File: config.mk
export PLATFORM = sky130hd
export DESIGN_NAME = cr_logic_unit
export DESIGN_NICKNAME = d
export VERILOG_FILES = /design/src/rtl/cr_logic_pkg.sv /design/src/rtl/cr_field_pick.sv /design/src/rtl/cr_bit_from_field.sv /design/src/rtl/cr_field_merge.sv /design/src/rtl/cr_logic_unit.sv
export SDC_FILE = /design/constraint.sdc
export NUM_CORES = 1
export LEC_CHECK = 0
export BUFFER_PORTS_ARGS = -buffer_cell sky130_fd_sc_hd__buf_2
export CORE_ASPECT_RATIO = 2
export CORE_MARGIN = 4
export CORE_UTILIZATION = 45
export DETAILED_ROUTE_END_ITERATION = 10
export PLACE_DENSITY_LB_ADDON = 0.1
export SYNTH_ARGS = -nofsm -noshare
export SYNTH_HDL_FRONTEND = slang
export SYNTH_SLANG_ARGS = --single-unit
File: constraint.sdc
create_clock -name vclk -period 5.7
set_clock_uncertainty 0.1 [all_clocks]
set_input_delay 1.14 -clock vclk [all_inputs]
set_output_delay 1.14 -clock vclk [all_outputs]
set_load 0.03 [all_outputs]
File: src/rtl/cr_logic_pkg.sv
package cr_logic_pkg;

  // Operation codes; 0..7 are the bit-logic family, 8 copies a field.
  typedef enum logic [3:0] {
    CROP_AND   = 4'd0,
    CROP_OR    = 4'd1,
    CROP_NAND  = 4'd2,
    CROP_XOR   = 4'd3,
    CROP_NOR   = 4'd4,
    CROP_ANDC  = 4'd5,
    CROP_EQV   = 4'd6,
    CROP_ORC   = 4'd7,
    CROP_FCOPY = 4'd8
  } cr_op_e;

  // True for the eight single-bit Boolean operations.
  function automatic logic op_is_bitlogic(input logic [3:0] op);
    return (op[3] == 1'b0);
  endfunction

  // True for the whole-field copy.
  function automatic logic op_is_copy(input logic [3:0] op);
    return (op == CROP_FCOPY);
  endfunction

  // Boolean function of two condition bits.
  function automatic logic bool_apply(input logic [2:0] sel, input logic a, input logic b);
    logic r;
    case (sel)
      3'd0:    r = a & b;
      3'd1:    r = a | b;
      3'd2:    r = ~(a & b);
      3'd3:    r = a ^ b;
      3'd4:    r = ~(a | b);
      3'd5:    r = a & ~b;
      3'd6:    r = ~(a ^ b);
      default: r = a | ~b;
    endcase
    return r;
  endfunction

endpackage

File: src/rtl/cr_field_pick.sv
// Selects one field of the register (field 0 = most significant) and
// produces the matching one-hot strobe (field 0 = strobe MSB).
module cr_field_pick #(
  parameter int NUM_FIELDS = 8,
  parameter int FIELD_W    = 4,
  localparam int CR_W      = NUM_FIELDS * FIELD_W,
  localparam int FSEL_W    = $clog2(NUM_FIELDS)
) (
  input  logic [CR_W-1:0]       cr_i,
  input  logic [FSEL_W-1:0]     fsel_i,
  output logic [FIELD_W-1:0]    field_o,
  output logic [NUM_FIELDS-1:0] stb_o
);

  logic [FIELD_W-1:0] slice [NUM_FIELDS];

  for (genvar f = 0; f < NUM_FIELDS; f++) begin : g_slice
    assign slice[f] = cr_i[CR_W-1-f*FIELD_W -: FIELD_W];
    assign stb_o[NUM_FIELDS-1-f] = (fsel_i == FSEL_W'(f));
  end

  always_comb begin
    field_o = '0;
    for (int f = 0; f < NUM_FIELDS; f++) begin
      if (fsel_i == FSEL_W'(f)) field_o = slice[f];
    end
  end

endmodule

File: src/rtl/cr_bit_from_field.sv
// Picks one bit out of a field; position 0 is the field's MSB.
module cr_bit_from_field #(
  parameter int FIELD_W  = 4,
  localparam int POS_W   = $clog2(FIELD_W)
) (
  input  logic [FIELD_W-1:0] field_i,
  input  logic [POS_W-1:0]   pos_i,
  output logic               bit_o
);

  logic [POS_W-1:0] lsb_pos;

  assign lsb_pos = POS_W'(FIELD_W-1) - pos_i;
  assign bit_o   = field_i[lsb_pos];

endmodule

File: src/rtl/cr_field_merge.sv
// Replaces the addressed bit of a field (position 0 = MSB) and keeps the rest.
module cr_field_merge #(
  parameter int FIELD_W  = 4,
  localparam int POS_W   = $clog2(FIELD_W)
) (
  input  logic [FIELD_W-1:0] old_i,
  input  logic [POS_W-1:0]   pos_i,
  input  logic               bit_i,
  output logic [FIELD_W-1:0] new_o
);

  for (genvar p = 0; p < FIELD_W; p++) begin : g_bit
    assign new_o[FIELD_W-1-p] = (pos_i == POS_W'(p)) ? bit_i : old_i[FIELD_W-1-p];
  end

endmodule

File: src/rtl/cr_logic_unit.sv
module cr_logic_unit #(
  parameter int NUM_FIELDS = 8,
  parameter int FIELD_W    = 4,
  localparam int CR_W      = NUM_FIELDS * FIELD_W,
  localparam int FSEL_W    = $clog2(NUM_FIELDS),
  localparam int POS_W     = $clog2(FIELD_W),
  localparam int IDX_W     = FSEL_W + POS_W
) (
  input  logic [3:0]            op_i,
  input  logic [IDX_W-1:0]      src_a_i,
  input  logic [IDX_W-1:0]      src_b_i,
  input  logic [IDX_W-1:0]      dst_i,
  input  logic [CR_W-1:0]       cr_i,
  input  logic                  kill_i,
  output logic [NUM_FIELDS-1:0] rd_stb_o,
  output logic [NUM_FIELDS-1:0] wr_stb_o,
  output logic [CR_W-1:0]       wr_data_o
);
  import cr_logic_pkg::*;

  // Decode events, named for the checker.
  logic is_bit_op, is_copy, op_valid, wr_enable;
  assign is_bit_op = op_is_bitlogic(op_i);
  assign is_copy   = op_is_copy(op_i);
  assign op_valid  = is_bit_op | is_copy;
  assign wr_enable = op_valid & ~kill_i;

  // Field selection: bit ops take the upper index bits, copy takes the low ones.
  logic [FSEL_W-1:0] fsel_a, fsel_b, fsel_d;
  logic [POS_W-1:0]  pos_a, pos_b, pos_d;
  assign fsel_a = is_copy ? src_a_i[FSEL_W-1:0] : src_a_i[IDX_W-1:POS_W];
  assign fsel_d = is_copy ? dst_i[FSEL_W-1:0]   : dst_i[IDX_W-1:POS_W];
  assign fsel_b = src_b_i[IDX_W-1:POS_W];
  assign pos_a  = src_a_i[POS_W-1:0];
  assign pos_b  = src_b_i[POS_W-1:0];
  assign pos_d  = dst_i[POS_W-1:0];

  logic [FIELD_W-1:0]    field_a, field_b, field_d;
  logic [NUM_FIELDS-1:0] stb_a, stb_b, stb_d;

  cr_field_pick #(.NUM_FIELDS(NUM_FIELDS), .FIELD_W(FIELD_W)) u_pick_a (
    .cr_i(cr_i), .fsel_i(fsel_a), .field_o(field_a), .stb_o(stb_a));
  cr_field_pick #(.NUM_FIELDS(NUM_FIELDS), .FIELD_W(FIELD_W)) u_pick_b (
    .cr_i(cr_i), .fsel_i(fsel_b), .field_o(field_b), .stb_o(stb_b));
  cr_field_pick #(.NUM_FIELDS(NUM_FIELDS), .FIELD_W(FIELD_W)) u_pick_d (
    .cr_i(cr_i), .fsel_i(fsel_d), .field_o(field_d), .stb_o(stb_d));

  logic bit_a, bit_b, bit_res;

  cr_bit_from_field #(.FIELD_W(FIELD_W)) u_bit_a (
    .field_i(field_a), .pos_i(pos_a), .bit_o(bit_a));
  cr_bit_from_field #(.FIELD_W(FIELD_W)) u_bit_b (
    .field_i(field_b), .pos_i(pos_b), .bit_o(bit_b));

  assign bit_res = bool_apply(op_i[2:0], bit_a, bit_b);

  logic [FIELD_W-1:0] merged_field, result_field;

  cr_field_merge #(.FIELD_W(FIELD_W)) u_merge (
    .old_i(field_d), .pos_i(pos_d), .bit_i(bit_res), .new_o(merged_field));

  assign result_field = is_copy ? field_a : merged_field;

  // Outputs.
  assign rd_stb_o = is_bit_op ? (stb_a | stb_b) :
                    is_copy   ? stb_a : '0;
  assign wr_stb_o = wr_enable ? stb_d : '0;

  for (genvar k = 0; k < NUM_FIELDS; k++) begin : g_repl
    assign wr_data_o[k*FIELD_W +: FIELD_W] = op_valid ? result_field : '0;
  end

endmodule

# == Word level (Yosys, flattened, before mapping) ==
# Index checks and enable logic that the tools add are counted.
# totals
register_bits,0
out_inout_bits,48
inputBits,52
word_cells,94
# op_classes
add_sub_neg,2
reduce_logical,5
eq_ne,31
bitwise_logic,14
mux,40
order_cmp,2
# op_table
operator,count
4-bit two-way mux,26
3-bit equality test (second input constant),15
3-bit by 2-bit equality test with 1-bit output (second input constant),8
8-bit two-way mux,3
3-bit by 1-bit equality test with 1-bit output (second input constant),4
3-bit logical NOT,4
8-bit bitwise OR,1
1-bit one-hot mux with 7 select lines,1
2-bit by 3-bit less-than comparator with 1-bit output (second input constant),2
1-bit two-way mux,6
3-bit two-way mux,2
1-bit NOT,6
1-bit binary-select mux with 2-bit select,2
2-bit equality test (second input constant),2
4-bit equality test (second input constant),1
2-bit subtractor (first input constant),2
1-bit AND,3
1-bit bitwise OR,3
2-bit by 1-bit equality test with 1-bit output (second input constant),1
2-bit logical NOT,1
1-bit bitwise XOR,1

# == Depth between registers and ports, before layout ==
# depth
depth_word,19
depth_mapped,20
mapped_depth_nobuf,15

# == Hierarchy ==
# Synthesis repeated with hierarchy kept, for this count alone.
# unflattened
cells_unflattened,241
area_unflattened_um2,1855.5
# by_module_without_submodules
module,cells_each,n_inst,area_per_inst_um2,seq_area_each_um2
cr_field_pick,43,3,359.1,0.0
cr_logic_unit,102,1,664.4,0.0
cr_field_merge,8,1,68.8,0.0
cr_bit_from_field,1,2,22.5,0.0

# == Worst setup path before layout ==
# No wires, ideal clock.
# synth_timing
kind,input to output
start,input op_i[1]
end,output wr_data_o[11]
required_time_ps,4460
slack_ps,-1088
path_buffers,3
stages,18
t_arrival_ps,5548
cell_sequence,buf_6 -> or4b_4 -> buf_6 -> mux2i_2 -> mux2i_1 -> nor2_1 -> a221oi_1 -> a21oi_1 -> a211o_1 -> ha_1 -> inv_1 -> mux2i_1 -> o221ai_1 -> o21ai_0 -> a21oi_1 -> nor2_1 -> o32ai_1 -> buf_4
# synth_via
elab_chain_cells,19
elab_cells_between_ends,57
cone_classes,21 x eq/ne; 24 x mux; 9 x bitwise; 3 x reduce/logical
# synth_rtl
item,line,text
"start, declared",cr_logic_unit.sv:9,"input logic [3:0] op_i,"
4-bit equality test,cr_logic_pkg.sv:23,return (op == CROP_FCOPY);
3-bit two-way mux,cr_logic_unit.sv:31,assign fsel_a = is_copy ? src_a_i[FSEL_W-1:0] : src_a_i[IDX_W-1:POS_W];
3-bit logical NOT,cr_field_pick.sv:25,if (fsel_i == FSEL_W'(f)) field_o = slice[f];
4-bit two-way mux (8 in a row),cr_field_pick.sv:25,
1-bit binary-select mux with 2-bit select,cr_bit_from_field.sv:14,assign bit_o = field_i[lsb_pos];
1-bit two-way mux (implied by the code),cr_bit_from_field.sv:14,
1-bit bitwise XOR (tied with other cells),"cr_logic_pkg.sv:33, cr_logic_pkg.sv:36",
"1-bit NOT, on equally long branches","cr_logic_pkg.sv:36, cr_logic_pkg.sv:32, cr_logic_pkg.sv:34",
1-bit one-hot mux with 7 select lines,cr_logic_pkg.sv:29,case (sel)
1-bit two-way mux,cr_field_merge.sv:13,assign new_o[FIELD_W-1-p] = (pos_i == POS_W'(p)) ? bit_i : old_i[FIELD_W-1-p];
4-bit two-way mux,cr_logic_unit.sv:62,assign result_field = is_copy ? field_a : merged_field;
4-bit two-way mux *,--,
"end, declared",cr_logic_unit.sv:17,output logic [CR_W-1:0] wr_data_o
# Every way passes the cells marked *; elsewhere a longest branch is shown, timed or not. The select of a mux whose other input is x is not followed.

# == Worst setup path in the final report ==
# layout_timing
start,input op_i[1]
end,output wr_data_o[27]
# layout_via
elab_chain_cells,19
elab_cells_between_ends,57
cone_classes,21 x eq/ne; 24 x mux; 9 x bitwise; 3 x reduce/logical
# layout_rtl
item,line,text
4-bit equality test,cr_logic_pkg.sv:23,
3-bit two-way mux,cr_logic_unit.sv:31,
3-bit logical NOT,cr_field_pick.sv:25,
4-bit two-way mux (8 in a row),cr_field_pick.sv:25,
1-bit binary-select mux with 2-bit select,cr_bit_from_field.sv:14,
1-bit two-way mux (implied by the code),cr_bit_from_field.sv:14,
1-bit bitwise XOR (tied with other cells),"cr_logic_pkg.sv:33, cr_logic_pkg.sv:36",
"1-bit NOT, on equally long branches","cr_logic_pkg.sv:36, cr_logic_pkg.sv:32, cr_logic_pkg.sv:34",
1-bit one-hot mux with 7 select lines,cr_logic_pkg.sv:29,
1-bit two-way mux,cr_field_merge.sv:13,
4-bit two-way mux,cr_logic_unit.sv:62,
4-bit two-way mux *,cr_logic_unit.sv:70,assign wr_data_o[k*FIELD_W +: FIELD_W] = op_valid ? result_field : '0;
# Marks and branches as above.

==> impl_metrics.json <==
{
  "status": "finished, violations left",
  "violations": "negative setup slack",
  "syn_inst": 299,
  "hold_violations": 0,
  "startpoint_type": "primary input",
  "leakagePower_nw": 1.44,
  "grt_pass1_wl_um": 14800,
  "stdcell_count": 461,
  "gp_congestion": 0.983,
  "tightest_slew_ns": 0.648,
  "slew_viol_final": 0,
  "final-setup-viol-count": 32,
  "numSequentialCells": 0,
  "insertedDiodeCount": 0,
  "die_h_um": 104,
  "place_ws_ns": -0.497,
  "dp_cells": 451,
  "layout_min_cycle_time_ns": 5.98,
  "whs_ns": 2.69,
  "fmax_ghz": 0.167,
  "p_per_area_nw_per_um2": 123,
  "critPathLaunch": "op_i[1]",
  "hold_class": "primary input to primary output",
  "final_util": 0.698,
  "vias": 2915,
  "final_layout_size_suffix_gt1_frac": 0.479,
  "drv_cap": 0,
  "wl_um": 9870,
  "setup_ws_ns": -0.280,
  "dr_wl_met3_um": 652,
  "rows": 34,
  "coreArea_um2": 4380,
  "slew-limit-headroom": 0.556,
  "dp.final_hpwl_um": 8170,
  "drc_errors": 0,
  "peakVddDrop_v": 0.000108,
  "fp.dieW_um": 55.9,
  "die-area_um2": 5810,
  "crit_fanout": 8,
  "clkbuf_count": 0,
  "boundaryPins": 100,
  "ys_warn_count": 0,
  "fin_nets": 465,
  "synth_area_per_cell_um2": 6.91,
  "wl_per_cell_um": 21.4,
  "synth.distinct_cells": 61,
  "drtIter0Drc": 110,
  "required_ns": 4.46,
  "rsz0062_at_grt": "yes",
  "seq_area_um2": 0,
  "initial_utilization": 0.472,
  "drt_first_pass_iters": 5,
  "fin_crit_sh": 1.05,
  "cp-end-kind": "primary output",
  "dr_wl_met2_um": 5240,
  "crit_end": "wr_data_o[27]",
  "grt_max_degree": 15,
  "syn-num-nets": 355,
  "wl_met1_um": 3170,
  "antenna_found_initial": 0,
  "via_per_inst": 6.32,
  "yosysSeqAreaShare": 0,
  "area_growth_pct": 47.9,
  "overflow": 0,
  "crit_arrival_ns": 4.74,
  "grtUsageTotal": 0.320,
  "synthesis.area_um2": 2070,
  "numPortBuffers": 100,
  "first_global_vias": 2870,
  "highest_layer": "met4",
  "ant_nets": 0,
  "worstSetupPathType": "primary input to primary output"
}
[routing by layer]
| layer | GRT usage | up-vias |
|---|---|---|
| met5 | 0 | - |
| met4 | 0.211 | 0 |
| met3 | 0.0374 | 49 |
| met2 | 0.614 | 181 |
| met1 | 0.305 | 1366 |
| li1 | - | 1319 |
[worst max-delay path, cell delays in order]
cell and delay (ns):
buf_6 0.09, or4b_4 0.61, mux2i_4 0.26, buf_4 0.16
mux2i_1 0.18, o2bb2ai_1 0.11, o22ai_2 0.19, o22ai_2 0.14
a211o_1 0.33, ha_4 0.23, inv_2 0.04, mux2i_1 0.06
o221ai_1 0.14, o21ai_1 0.11, a21oi_2 0.24, nor2_2 0.08
o32ai_4 0.30, buf_12 0.18, buf_6 0.14
[power breakdown]
part | switching, mW | leakage (nW) | internal (mW) | total [mW]
Sequential | 0 | 0 | 0 | 0
Combinational | 0.216 | 1.44 | 0.160 | 0.376
Clock | 0 | 0 | 0 | 0
Total | 0.216 | 1.44 | 0.160 | 0.376
[synth_stat cells (all sizes together), types with 6 or more instances]
cell	count	area share
mux4	6	0.065
nor3b	8	0.029
o21ai	28	0.068
nor2	19	0.035
mux2i	22	0.12
nor2b	7	0.021
nand2	30	0.056
inv	15	0.027
nor3	15	0.039
clkbuf	8	0.015
a21oi	10	0.024
buf	39	0.14
o22ai	12	0.036
[logic make-up (layout without fill, tap and decap cells)]
group	count (synthesis)	in the layout	share of synthesized area
xor+xnor	1	1	0.00424
simple gates	107	107	0.275
mux	31	31	0.202
fa+ha+maj	4	4	0.0242
compound gates	94	94	0.311
buf+inv	62	170	0.184
[cells in the final DEF (no fill, tap or decap), drive strengths merged, types with 2 or more instances in the layout]
cell	synthesis	layout
nor2	19	19
nand2	30	30
a22oi	3	3
o21a	2	2
o221ai	5	5
nand3	5	5
mux2	3	3
a211o	3	3
nand2b	4	4
nand3b	5	5
nor4	2	2
a221oi	4	4
nor3	15	15
nor2b	7	7
buf	39	155
o31ai	2	2
a31oi	2	2
a211oi	2	2
o22ai	12	12
o21ai	28	28
or2	2	2
inv	15	15
mux2i	22	22
mux4	6	6
ha	4	4
a2bb2oi	2	2
nor3b	8	8
o32ai	3	3
a21o	3	3
a21oi	10	10
or4b	2	2
o2bb2ai	2	2
and2	4	4
[final cells by class]
class                           instances  area, um^2
Fill cell                             384        1320
Tap cell                               54        67.6
Inverter                               15        56.3
Timing Repair Buffer                  155        1100
Multi-Input combinational cell        237        1840
[worst min-delay path by stage]
stage,from,to,cells after the start
floorplan,src_b_i[3],rd_stb_o[2],3
global placement,src_b_i[4],rd_stb_o[6],5
detailed placement,src_b_i[4],rd_stb_o[6],5
CTS,src_b_i[4],rd_stb_o[6],5
global route,src_a_i[0],rd_stb_o[3],4
finish,src_b_i[4],rd_stb_o[6],5
[stage by stage]
| stage | total power, mW | instance area (um^2) | TNS [ns] |
|---|---|---|---|
| 2_1_floorplan | 0.235 | 2170 | -3.53 |
| 6_report | 0.376 | 3060 | -7.55 |
| 5_1_grt | 0.396 | 3060 | -12.19 |
| 3_5_place_dp | 0.318 | 2740 | -14.51 |
| 3_3_place_gp | 0.316 | 2740 | -12.75 |
| 4_1_cts | 0.365 | 3000 | -6.71 |
[repair_timing]
item,4_1_cts,5_1_grt
resized for setup,57,7
endpoints found under the setup margin,32,32
pin swaps,8,3
hold buffers,0,0
setup buffers,6,4
Power figures use the tool's default switching activity.
